==> config.mk <==
export PLATFORM = sky130hd
export DESIGN_NAME = isa_host_seq
export DESIGN_NICKNAME = d
export VERILOG_FILES = /design/src/rtl/isa_seq_pkg.sv /design/src/rtl/isa_wait_timer.sv /design/src/rtl/isa_strobe_gen.sv /design/src/rtl/isa_rd_capture.sv /design/src/rtl/isa_host_seq.sv
export SDC_FILE = /design/constraint.sdc
export NUM_CORES = 1
export LEC_CHECK = 0
export ABC_AREA = 0
export BUFFER_PORTS_ARGS = -buffer_cell sky130_fd_sc_hd__buf_2
export CAP_MARGIN = 10
export CORE_MARGIN = 2
export CORE_UTILIZATION = 52
export DETAILED_ROUTE_END_ITERATION = 7
export HOLD_SLACK_MARGIN = 0.12
export PLACE_DENSITY = 0.9
export SLEW_MARGIN = 10
export SYNTH_ARGS = -nofsm -noshare
export SYNTH_HDL_FRONTEND = slang
export SYNTH_HIERARCHICAL = 1
export SYNTH_SLANG_ARGS = --single-unit
==> constraint.sdc <==
create_clock -name clk -period 5 [get_ports clk]
set_input_delay 0.25 -clock clk [delete_from_list [all_inputs] [get_ports clk]]
set_output_delay 0.25 -clock clk [all_outputs]
set_load 0.02 [all_outputs]
==> src/rtl/isa_seq_pkg.sv <==
package isa_seq_pkg;

    localparam int unsigned BUS_AW = 24;
    localparam int unsigned BUS_DW = 16;

    typedef enum logic [2:0] {
        ST_IDLE,
        ST_ALE,
        ST_CMD,
        ST_WAIT,
        ST_END,
        ST_SPLIT
    } seq_state_e;

    typedef struct packed {
        logic [BUS_AW-1:0] addr;
        logic              write;
        logic              mem;
        logic              wide;
        logic [BUS_DW-1:0] wdata;
    } xfer_req_t;

    typedef struct packed {
        logic ior;
        logic iow;
        logic memr;
        logic memw;
    } cmd_sel_t;

    // Address of one bus cycle: words go to the even byte first, the odd byte second.
    function automatic logic [BUS_AW-1:0] part_addr(input xfer_req_t r, input logic second);
        if (!r.wide) return r.addr;
        return {r.addr[BUS_AW-1:1], second};
    endfunction

    function automatic cmd_sel_t pick_cmd(input logic mem, input logic write);
        cmd_sel_t s;
        s.ior  = !mem && !write;
        s.iow  = !mem &&  write;
        s.memr =  mem && !write;
        s.memw =  mem &&  write;
        return s;
    endfunction

    function automatic logic in_cmd_phase(input seq_state_e s);
        return (s == ST_CMD) || (s == ST_WAIT) || (s == ST_END);
    endfunction

endpackage

==> src/rtl/isa_wait_timer.sv <==
module isa_wait_timer #(
    parameter int unsigned WAIT8  = 4,
    parameter int unsigned WAIT16 = 1
) (
    input  logic clk,
    input  logic rst,
    input  logic in_cmd,
    input  logic in_wait,
    input  logic fast16,
    input  logic is_mem,
    input  logic chrdy,
    input  logic nows_n,
    output logic finish
);
    localparam int unsigned MAXW = (WAIT8 > WAIT16) ? WAIT8 : WAIT16;
    localparam int unsigned CW   = (MAXW < 1) ? 1 : $clog2(MAXW + 1);
    localparam logic [CW-1:0] D8  = CW'(WAIT8);
    localparam logic [CW-1:0] D16 = CW'(WAIT16);

    logic [CW-1:0] cnt_q;
    logic [CW-1:0] left;
    logic          nows_en;
    logic          active;

    always_comb begin
        active  = in_cmd || in_wait;
        left    = in_cmd ? (fast16 ? D16 : D8) : cnt_q;
        // first command clock: only word memory may skip all waits;
        // wait clocks: everything except word I/O may be shortened
        nows_en = in_cmd ? (fast16 && is_mem) : !(fast16 && !is_mem);
        finish  = active && chrdy && ((left == '0) || (nows_en && !nows_n));
    end

    always_ff @(posedge clk) begin
        if (rst) begin
            cnt_q <= '0;
        end else if (active && !finish) begin
            cnt_q <= (left == '0) ? '0 : left - 1'b1;
        end
    end

endmodule

==> src/rtl/isa_strobe_gen.sv <==
module isa_strobe_gen
    import isa_seq_pkg::*;
#(
    parameter int unsigned LOW_AW = 20
) (
    input  seq_state_e        st,
    input  xfer_req_t         req,
    input  logic              second,
    output logic              bale,
    output logic              sbhe_n,
    output logic [BUS_AW-1:0] bus_addr,
    output logic              ior_n,
    output logic              iow_n,
    output logic              memr_n,
    output logic              memw_n,
    output logic              smemr_n,
    output logic              smemw_n,
    output logic [BUS_DW-1:0] sd_out,
    output logic              sd_oe
);
    cmd_sel_t sel;
    logic     cmd_on;
    logic     cyc_on;
    logic     low_mb;

    always_comb begin
        cmd_on   = in_cmd_phase(st);
        cyc_on   = cmd_on || (st == ST_ALE);
        sel      = pick_cmd(req.mem, req.write);
        bus_addr = part_addr(req, second);
        low_mb   = (bus_addr >> LOW_AW) == '0;
        bale     = (st == ST_ALE);
        sbhe_n   = !(cyc_on && req.wide && !second);
        ior_n    = !(cmd_on && sel.ior);
        iow_n    = !(cmd_on && sel.iow);
        memr_n   = !(cmd_on && sel.memr);
        memw_n   = !(cmd_on && sel.memw);
        smemr_n  = !(cmd_on && sel.memr && low_mb);
        smemw_n  = !(cmd_on && sel.memw && low_mb);
        sd_oe    = cmd_on && req.write;
        sd_out   = second ? {req.wdata[BUS_DW-1:8], req.wdata[BUS_DW-1:8]} : req.wdata;
    end

endmodule

==> src/rtl/isa_rd_capture.sv <==
module isa_rd_capture
    import isa_seq_pkg::*;
(
    input  logic              clk,
    input  logic              rst,
    input  logic              capture,
    input  logic              full_word,
    input  logic              second,
    input  logic [BUS_DW-1:0] sd_in,
    output logic [BUS_DW-1:0] rd_data
);
    always_ff @(posedge clk) begin
        if (rst) begin
            rd_data <= '0;
        end else if (capture) begin
            if (full_word)   rd_data <= sd_in;
            else if (second) rd_data[BUS_DW-1:8] <= sd_in[7:0];
            else             rd_data <= {8'h00, sd_in[7:0]};
        end
    end

endmodule

==> src/rtl/isa_host_seq.sv <==
module isa_host_seq
    import isa_seq_pkg::*;
#(
    parameter int unsigned WAIT8  = 4,
    parameter int unsigned WAIT16 = 1,
    parameter int unsigned LOW_AW = 20
) (
    input  logic              clk,
    input  logic              rst,
    input  logic              req_valid,
    output logic              req_ready,
    input  logic [BUS_AW-1:0] req_addr,
    input  logic              req_write,
    input  logic              req_mem,
    input  logic              req_wide,
    input  logic [BUS_DW-1:0] req_wdata,
    output logic              done,
    output logic [BUS_DW-1:0] rd_data,
    output logic              bale,
    output logic              aen,
    output logic              sbhe_n,
    output logic [BUS_AW-1:0] bus_addr,
    output logic              ior_n,
    output logic              iow_n,
    output logic              memr_n,
    output logic              memw_n,
    output logic              smemr_n,
    output logic              smemw_n,
    output logic [BUS_DW-1:0] sd_out,
    output logic              sd_oe,
    input  logic [BUS_DW-1:0] sd_in,
    input  logic              chrdy,
    input  logic              nows_n,
    input  logic              m16_n,
    input  logic              io16_n
);
    seq_state_e st_q;
    xfer_req_t  req_q;
    logic       second_q;
    logic       fast16_q;
    logic       m16_early_q;
    logic       done_q;
    logic       conf_now;
    logic       fast16_use;
    logic       finish;
    logic       last_part;

    always_comb begin
        conf_now   = req_q.wide && !second_q &&
                     (req_q.mem ? (m16_early_q || !m16_n) : !io16_n);
        fast16_use = (st_q == ST_CMD) ? conf_now : fast16_q;
        last_part  = !(req_q.wide && !fast16_q && !second_q);
    end

    isa_wait_timer #(.WAIT8(WAIT8), .WAIT16(WAIT16)) u_timer (
        .clk     (clk),
        .rst     (rst),
        .in_cmd  (st_q == ST_CMD),
        .in_wait (st_q == ST_WAIT),
        .fast16  (fast16_use),
        .is_mem  (req_q.mem),
        .chrdy   (chrdy),
        .nows_n  (nows_n),
        .finish  (finish)
    );

    always_ff @(posedge clk) begin
        if (rst) begin
            st_q        <= ST_IDLE;
            req_q       <= '0;
            second_q    <= 1'b0;
            fast16_q    <= 1'b0;
            m16_early_q <= 1'b0;
            done_q      <= 1'b0;
        end else begin
            done_q <= 1'b0;
            unique case (st_q)
                ST_IDLE: if (req_valid) begin
                    req_q.addr  <= req_addr;
                    req_q.write <= req_write;
                    req_q.mem   <= req_mem;
                    req_q.wide  <= req_wide;
                    req_q.wdata <= req_wdata;
                    second_q    <= 1'b0;
                    fast16_q    <= 1'b0;
                    st_q        <= ST_ALE;
                end
                ST_ALE: begin
                    m16_early_q <= !m16_n;
                    st_q        <= ST_CMD;
                end
                ST_CMD: begin
                    fast16_q <= conf_now;
                    st_q     <= finish ? ST_END : ST_WAIT;
                end
                ST_WAIT: if (finish) st_q <= ST_END;
                ST_END: begin
                    done_q <= last_part;
                    st_q   <= last_part ? ST_IDLE : ST_SPLIT;
                end
                ST_SPLIT: begin
                    second_q <= 1'b1;
                    st_q     <= ST_ALE;
                end
                default: st_q <= ST_IDLE;
            endcase
        end
    end

    isa_strobe_gen #(.LOW_AW(LOW_AW)) u_strobe (
        .st       (st_q),
        .req      (req_q),
        .second   (second_q),
        .bale     (bale),
        .sbhe_n   (sbhe_n),
        .bus_addr (bus_addr),
        .ior_n    (ior_n),
        .iow_n    (iow_n),
        .memr_n   (memr_n),
        .memw_n   (memw_n),
        .smemr_n  (smemr_n),
        .smemw_n  (smemw_n),
        .sd_out   (sd_out),
        .sd_oe    (sd_oe)
    );

    isa_rd_capture u_rd (
        .clk       (clk),
        .rst       (rst),
        .capture   (st_q == ST_END),
        .full_word (fast16_q),
        .second    (second_q),
        .sd_in     (sd_in),
        .rd_data   (rd_data)
    );

    assign req_ready = (st_q == ST_IDLE);
    assign done      = done_q;
    assign aen       = 1'b0;

endmodule

==> results.txt, run 1 <==
first-pass GRT wire length: 12800 µm
Iter 0 DRT Violations: 154
register area share after synthesis: 40.83%
area of the multi-input gates: 0.001540 mm²
DIE AREA: 0.007167 mm²
area grow syn2layout: 16.86%
Reg2Reg Setup Slack: 1.84 ns
Clock Latency Late Sink: 0.33 ns
most frequent cells in the layout: buf_2, nand2_1, dfxtp_1, a21oi_1, nand2b_1
Layout fillers: 543
H-Tree Depth: 3
Least-Margin Pin Slew: 0.7311 ns
register share of total power: 46.2%
routed len/inst: 14.01 µm
Via Count: 3048
Post-synth EDFFs: 0
crit path kind: reg2reg
CTS sink cnt: 69
initial antenna violation count: 0
top_reg_cell synth: dfxtp_1
Final setup viols: 0
Lkg Pwr: 1.752 nW
CTS tree: done
die height: 84.66 µm
final wirelength: 8070 µm
largest net degree at the start of global routing: 77
Syn Nets: 472
Gate power share: 16.6%
switching part of the total power: 28.06%
crit-path max FO: 16
mean post-synth cell area: 8.374 µm²
area leader, netlist: dfxtp_1
Starting Density: 53.59%
Layout Cells excl Fill: 576
power density over cell area: 331.8 mW/mm²
core area: 0.006314 mm²
Synth Cell Area: 0.003383 mm²
count of final hold-check violations: 0
crit path time final: 3.160 ns
drc violations: 0
CTS Buffer Depth: 2
Reg area: 0.001381 mm²
DR pass1 iterations: 4
clock buffer count from CTS: 9
Total GRT Usage: 21.84%
Period Utilization, post-route: 63.20%
crit path DAT: 3.33 ns
share of layout cells above drive strength 1: 32.26%
peak supply drop: 0.0001792 V
ys async rst share: 0%
site row count: 29
Post-CTS Setup Bufs: 0
DP Wirelength: 5709 µm
GPL Wtd Cong: 0.8356
flops & latches, synth: 69
Ports: 134
root buf cell: clkbuf_8
final clock skew: 0.008739 ns
vias per cell: 5.292
post-CTS sizing: 0
Post-DRT Antenna Nets: 0
Worst-path clk slew: 0.08 ns
f_max: 316.5 MHz
max cap viols: 0
Startpoint Class: flip-flop
total negative slack: 0 ns
Pins Over Slew Limit: 0
antenna fix cells: 0
Syn Inst Count: 404
grt ovf: 0
commonest non-fill, non-tap cell in the layout: buf_2
WP data required: 5.17 ns
Netlist cell types: 44
placed cells: 560
Hold Crit Class: in2reg
port bufs: 132
number of synthesis warnings: 6
Critical Path End Type: flip-flop
max_slew headroom: 51.26%
P_int: 0.0009438 W
Clock power frac: 37.2%
Nets: 562
Switch Pwr: 0.0003681 W
vias in the first global route: 2875
Area contributors post-synth: dfxtp_1, nand2_1, a21oi_1
setup repair after global routing missed its margin: false
Synth top area share: 40.83%
status: completed
Hold-fix buffers, CTS: 0
die width: 84.66 µm
[synth_stat cells (all sizes together) (2+ instances only)]
cell type	count
mux2	9
nand2b	19
inv	8
buf	49
nor3	5
nand3b	2
nand3	3
dfxtp	69
a211oi	8
nand4	2
a22oi	8
nand2	91
o21ai	10
clkbuf	8
nor3b	8
mux2i	8
nor2b	7
or3b	2
a21boi	2
ha	2
a21oi	54
nor2	14
o21a	2
o211ai	3
[path summary, 6_finish.rpt]
path	cells after the start	end	startpoint
min	3	req_q[3]	req_wdata[3]
min reg2reg	2	req_q[20]	req_q[20]
max reg2reg	12	u_timer/cnt_q[0]	st_q[1]
max	12	u_timer/cnt_q[0]	st_q[1]
[registers in the layout, summed over array words and instances (netlist names)]
register and cells:
m16_early_q 1, u_rd/rd_data 16, u_timer/cnt_q 3, second_q 1, req_q 43, st_q 3
fast16_q 1, done 1
[logic make-up (layout without fill, tap and decap cells)]
family | after synthesis | in the layout | share of synthesized area, %
other cells | 1 | 1 | 0.1108
buf+inv | 65 | 160 | 13.79
mux | 17 | 17 | 5.363
fa+ha+maj | 2 | 2 | 0.7395
simple gates | 158 | 158 | 23.45
flops | 69 | 69 | 40.83
compound gates | 92 | 92 | 15.72
[final cells by class]
type	count	share of cell area [%]
Multi-Input combinational cell	270	38.96
Inverter	8	0.7595
Clock inverter	6	2.215
Timing Repair Buffer	136	17.47
Tap cell	77	2.437
Sequential cell	69	34.94
Clock buffer	10	3.228
[power by group through the flow]
| stage | clock network (W) | logic (W) | registers (W) |
|---|---|---|---|
| floorplan | 0 | 0.000183 | 0.000610 |
| global placement | 0 | 0.000210 | 0.000616 |
| detailed placement | 0 | 0.000217 | 0.000618 |
| CTS | 0.000498 | 0.000218 | 0.000606 |
| global route | 0.000522 | 0.000240 | 0.000610 |
| finish | 0.000488 | 0.000218 | 0.000606 |
[worst max-delay path, stage by stage, from the launching register on]
cell,delay (ns)
dfxtp_1,0.71
or3b_1,0.46
inv_1,0.24
o2111ai_1,0.19
nand2_1,0.17
nor2_1,0.05
nor2_1,0.14
inv_1,0.07
ha_1,0.22
nand2_1,0.12
o21ai_0,0.19
o21ai_0,0.30
a21oi_1,0.14
[routing by layer]
| metal | share of wire (%) | wire [µm] | GRT usage [%] | vias to the layer above |
|---|---|---|---|---|
| met5 | 0 | 0 | 0 | - |
| met2 | 50 | 4014 | 37.37 | 128 |
| met1 | 42 | 3383 | 25.99 | 1391 |
| li1 | - | - | - | 1504 |
| met3 | 5.6 | 451 | 4.425 | 25 |
| met4 | 2.7 | 221 | 10.82 | 0 |
[stage by stage]
stage          hold slack (ns)  setup slack, ns  total power, W  instance area, µm²  utilization (%)
2_1_floorplan           0.3191            2.445       0.0007932                3383                -
3_3_place_gp            0.4390            2.235       0.0008257                3739            59.22
3_5_place_dp            0.4458            1.989       0.0008354                3739            59.22
4_1_cts                 0.1346            1.934        0.001322                3954            62.62
5_1_grt                 0.1431            1.685        0.001373                3954            62.62
6_report                0.1442            1.840        0.001312                3954            62.62
Note: power is estimated with default switching activity, not from simulation.
==> run 2, diff against run 1 <==
CORE_UTILIZATION = 49   (was 52)
PLACE_DENSITY = 0.86   (was 0.9)
clock period = 3 ns   (was 5 ns; I/O delays follow)
==> run 2 against run 1 <==
Net effect: cell area grew 13%; total power grew 67%; hold slack gained 0.070 ns; sequential share of layout area shrank 4.1 points; register-to-register slack lost 1.4 ns; sequential cell count is the same; core utilization grew 4.1 points; fmax grew 21%.
==> results.txt, run 2 (synthesis gave the netlist of run 1 again) <==
f_max: 383.5 MHz
Starting Density: 50.35%
largest net degree at the start of global routing: 52
core area: 0.006719 mm²
placed cells: 567
antenna fix cells: 0
Ports: 134
root buf cell: clkbuf_8
drc violations: 0
Least-Margin Pin Slew: 0.8335 ns
routed len/inst: 14.89 µm
vias in the first global route: 3150
Total GRT Usage: 25.11%
grt ovf: 0
H-Tree Depth: 3
Startpoint Class: flip-flop
Final setup viols: 0
Period Utilization, post-route: 86.91%
DR pass1 iterations: 4
critical path cell sequence: or3b_1 > inv_1 > o2111ai_1 > nand2_1 > nor2_1 > nor2_1 > inv_1 > ha_1 > a31oi_1 > nor2_1 > a21o_1 > a21oi_1 > a21boi_0
crit path DAT: 2.85 ns
count of final hold-check violations: 0
Nets: 617
WP data required: 3.24 ns
CTS sink cnt: 69
Slowest Stage Delay on Critical Path: 0.42 ns
power density over cell area: 488.0 mW/mm²
Top Registers: req_q x43, u_rd/rd_data x16
Reg2Reg Setup Slack: 0.39 ns
Critical Path End Type: flip-flop
DIE AREA: 0.007586 mm²
Worst path slowest cell: or3b_1
share of layout cells above drive strength 1: 29.84%
site row count: 30
Worst-path clk slew: 0.06 ns
peak supply drop: 0.0002127 V
first-pass GRT wire length: 14930 µm
GPL Wtd Cong: 0.9837
cell mode on critical path: nor2_1
max_slew headroom: 44.43%
port bufs: 132
post-CTS sizing: 0
Layout fillers: 552
final clock skew: 0.01010 ns
Hold-fix buffers, CTS: 51
most frequent cells in the layout: buf_2, nand2_1, dfxtp_1, a21oi_1, dlygate4sd3_1
CTS Buffer Depth: 2
DP Wirelength: 5737 µm
vias per cell: 5.141
crit-path max FO: 9
Layout Cells excl Fill: 633
Place WS: 0.4504 ns
Top reg by flops: req_q
die height: 87.10 µm
Critical R2R Capture: st_q[0]
setup repair after global routing missed its margin: false
Via Count: 3254
hold path depth: 3
area grow syn2layout: 32.47%
Hold Crit Class: in2reg
Post-CTS Setup Bufs: 0
crit path time final: 2.607 ns
Post-DRT Antenna Nets: 0
Pins Over Slew Limit: 0
crit path kind: reg2reg
max cap viols: 0
Clock Latency Late Sink: 0.33 ns
commonest non-fill, non-tap cell in the layout: buf_2
CTS tree: done
status: completed
Iter 0 DRT Violations: 143
max reg flops: 43
clock buffer count from CTS: 9
total negative slack: 0 ns
Lkg Pwr: 1.977 nW
final wirelength: 9428 µm
worst setup margin: 0.3927 ns
Worst Hold Path EP: u_rd/rd_data[2]
initial antenna violation count: 0
Hold Crit Start: sd_in[2]
die width: 87.10 µm
Reg2Reg Depth: 13
worst r2r src: st_q[2]
-- run 2: final cells by class --
cell class                 count  area (µm²)  share of cell area [%]
multi-input combinational    270        1540                   34.37
sequential                    69        1381                   30.82
timing repair buffer         191        1231                   27.47
clock buffer                  11       151.4                   3.378
tap                           80       100.1                   2.233
clock inverter                 4       47.55                   1.061
inverter                       8       30.03                  0.6700
-- run 2: through the flow --
step / cell area [µm²] / utilization, % / power, W / hold slack, ns
3_5_place_dp: 3772 / 56.15 / 0.001397 / 0.3958
3_3_place_gp: 3772 / 56.15 / 0.001385 / 0.3886
6_report: 4482 / 66.70 / 0.002187 / 0.2138
2_1_floorplan: 3383 / - / 0.001322 / 0.2191
4_1_cts: 4482 / 66.70 / 0.002204 / 0.1359
5_1_grt: 4482 / 66.70 / 0.002310 / 0.1989
-- run 2: worst max-delay path by stage --
stage                       start  endpoint
final                     st_q[2]   st_q[0]
after global routing      st_q[2]   st_q[0]
after detailed placement  st_q[2]   st_q[0]
after CTS                 st_q[2]   st_q[0]
after floorplan           st_q[1]   st_q[0]
after global placement    st_q[2]   st_q[0]
-- run 2: worst max-delay path: cells and delay by family, from the launching register on --
kind	cells	cell delay (ns)
AO/OA/AOI/OAI	5	0.82
adder cells (fa/ha/maj)	1	0.23
buffers and inverters	2	0.30
flip-flops	1	0.30
AND/OR/NAND/NOR	5	0.85
-- run 2: power breakdown --
part           total, W  switching (W)  leakage (nW)  internal, W
Clock          0.000748       0.000327         0.101     0.000422
Sequential     0.000999      0.0000334         0.563     0.000966
Combinational  0.000439       0.000253          1.31     0.000186
Total           0.00219       0.000613          1.98      0.00157
-- run 2: routing by layer --
metal / routed length, µm / up-vias / GRT usage (%)
met2: 4953 / 117 / 45.39
met5: 0 / - / 0
met3: 485 / 19 / 5.687
met4: 194 / 0 / 9.371
met1: 3793 / 1501 / 28.71
li1: - / 1617 / -
==> run 3, diff against run 2 <==
ABC_AREA = 1   (was 0)
PLACE_DENSITY = 0.85   (was 0.86)
==> run 3 against run 2 <==
Net effect: cell area increased by 3.2%; sequential share of layout area decreased by 0.97 points; global-route usage decreased by 0.070 points; die area increased by 1.5%; critical path depth increased by 7; sequential power increased by 21%; synthesized area increased by 1.6%; worst setup slack improved by 0.21 ns; combinational power increased to 3.2 times the previous value; clock power increased by 0.8%; highest routed layer unchanged.
==> results.txt, run 3 <==
status: completed
crit-path max FO: 6
grt ovf: 0
CTS sink cnt: 69
Critical R2R Capture: st_q[0]
Hold Crit Class: in2reg
final wirelength: 9743 µm
initial antenna violation count: 0
Reg2Reg Setup Slack: 0.60 ns
Nets: 697
f_max: 416.8 MHz
Syn Inst Count: 479
Via Count: 3654
DP Wirelength: 5815 µm
mean post-synth cell area: 7.178 µm²
CTS tree: done
clock buffer count from CTS: 9
most frequent cells after synthesis: nand2_1, a21oi_1, dfxtp_1
drc violations: 0
flops & latches, synth: 69
largest net degree at the start of global routing: 47
WP data required: 3.20 ns
max reg flops: 43
Hold Crit Start: io16_n
crit path DAT: 2.60 ns
Synth Cell Area: 0.003438 mm²
Top reg by flops: req_q
Reg2Reg Depth: 20
Top Registers: req_q x43, u_rd/rd_data x16
Worst-path clk slew: 0.07 ns
Worst path slowest cell: dfxtp_1
worst setup margin: 0.6009 ns
CTS Buffer Depth: 2
Area contributors post-synth: dfxtp_1, a21oi_1, nand2_1
hold path depth: 4
crit path kind: reg2reg
Least-Margin Pin Slew: 0.8899 ns
post-CTS sizing: 0
Starting Density: 50.61%
DIE AREA: 0.007703 mm²
area leader, netlist: dfxtp_1
worst r2r src: st_q[1]
setup repair after global routing missed its margin: false
Netlist cell types: 33
Slowest Stage Delay on Critical Path: 0.43 ns
most frequent cells in the layout: buf_2, nand2_1, a21oi_1, dfxtp_1, nand3_1
final clock skew: 0.006961 ns
Total GRT Usage: 25.04%
peak supply drop: 0.0005204 V
Worst Hold Path EP: fast16_q
critical path cell sequence: nand2_1 > nor2_1 > nand3_1 > nand2_1 > inv_1 > nand2_2 > o21ai_0 > nand2_2 > inv_1 > ha_1 > inv_1 > nand2_1 > nand2_2 > inv_1 > inv_1 > nand2_1 > nand2_1 > inv_1 > nand2_1 > a21oi_1
routed len/inst: 13.36 µm
Pins Over Slew Limit: 0
Syn Nets: 547
share of layout cells above drive strength 1: 27.17%
antenna fix cells: 0
GPL Wtd Cong: 0.8444
area grow syn2layout: 34.57%
Synth top area share: 40.17%
register area share after synthesis: 40.17%
vias in the first global route: 3515
DR pass1 iterations: 5
total negative slack: 0 ns
top_reg_cell synth: dfxtp_1
vias per cell: 5.012
Period Utilization, post-route: 79.97%
core area: 0.006794 mm²
number of synthesis warnings: 6
max cap viols: 0
count of final hold-check violations: 0
Lkg Pwr: 2.200 nW
Final setup viols: 0
site row count: 30
max_slew headroom: 40.67%
power density over cell area: 728.0 mW/mm²
Post-CTS Setup Bufs: 0
first-pass GRT wire length: 15350 µm
die width: 87.77 µm
root buf cell: clkbuf_8
port bufs: 132
commonest non-fill, non-tap cell in the layout: buf_2
Post-DRT Antenna Nets: 0
die height: 87.77 µm
Ports: 134
Clock Latency Late Sink: 0.33 ns
count leader, synth: nand2_1
crit path time final: 2.399 ns
Post-synth EDFFs: 0
Place WS: 0.6750 ns
Startpoint Class: flip-flop
total power: 0.003368 W
H-Tree Depth: 3
ys async rst share: 0%
Iter 0 DRT Violations: 161
Critical Path End Type: flip-flop
run 3: cell count changes after synthesis, moves of 12 or more:
cell      before  now
nor2_1        14   27
a21oi_1       54   73
nand3_1        3   61
inv_1          8   49
nand2b_1      18    0
o21ai_0        6   18
run 3: what timing repair did:
| action | in CTS | in global routing |
|---|---|---|
| setup endpoints to repair | 0 | 0 |
| endpoints found under the hold margin | 52 | 0 |
| hold buffers | 59 | 0 |
run 3: metal layers:
layer  up-vias  track usage, %  wire length, µm
met5         -               0                0
met4         0           10.63              242
met3        26           4.524              561
met2       160           43.80             4944
met1      1662           30.09             3994
li1       1806               -                -
run 3: through the flow:
stage / hold WS [ns] / utilization (%) / cells / instance area (µm²)
2_1_floorplan: 0.2903 / - / 479 / 3438
3_3_place_gp: 0.4190 / 56.48 / 655 / 3837
3_5_place_dp: 0.4194 / 56.48 / 655 / 3837
4_1_cts: 0.1212 / 68.10 / 729 / 4627
5_1_grt: 0.1782 / 68.10 / 729 / 4627
6_report: 0.1475 / 68.10 / 729 / 4627
run 3: cell type report:
type	instances	area, µm²
multi-input combinational	299	1433
fill	579	2167
inverter	54	205.2
clock buffer	10	137.6
tap	96	120.1
timing repair buffer	196	1289
clock inverter	5	61.31
sequential	69	1381
run 3: worst max-delay path by stage:
stage / startpoint / to / depth (start not counted)
global placement: st_q[1] / st_q[0] / 20
finish: st_q[1] / st_q[0] / 20
floorplan: st_q[1] / st_q[0] / 20
CTS: st_q[1] / st_q[0] / 20
detailed placement: st_q[1] / st_q[0] / 20
global route: st_q[1] / st_q[0] / 20
run 3: critical path: cells and delay by family (launching register included):
kind / cells / cell delay, ns
AND/OR/NAND/NOR: 11 / 1.10
flip-flops: 1 / 0.43
buffers and inverters: 6 / 0.33
adder cells (fa/ha/maj): 1 / 0.19
AO/OA/AOI/OAI: 2 / 0.20
run 3: kinds of logic (layout without fill, tap and decap cells):
kind of cell	after synthesis	count (layout)	synth area share, %
and+or+nand+nor	199	199	26.13
DFF	69	69	40.17
other	1	1	0.1091
AOI/OAI and AO/OA	97	97	14.70
buffers and inverters	111	265	18.16
adders and majority gates	2	2	0.7277
run 3: power breakdown:
group	internal, W	switching, W
Clock	0.000403	0.000351
Sequential	0.00109	0.000119
Combinational	0.000480	0.000928
Total	0.00197	0.00140
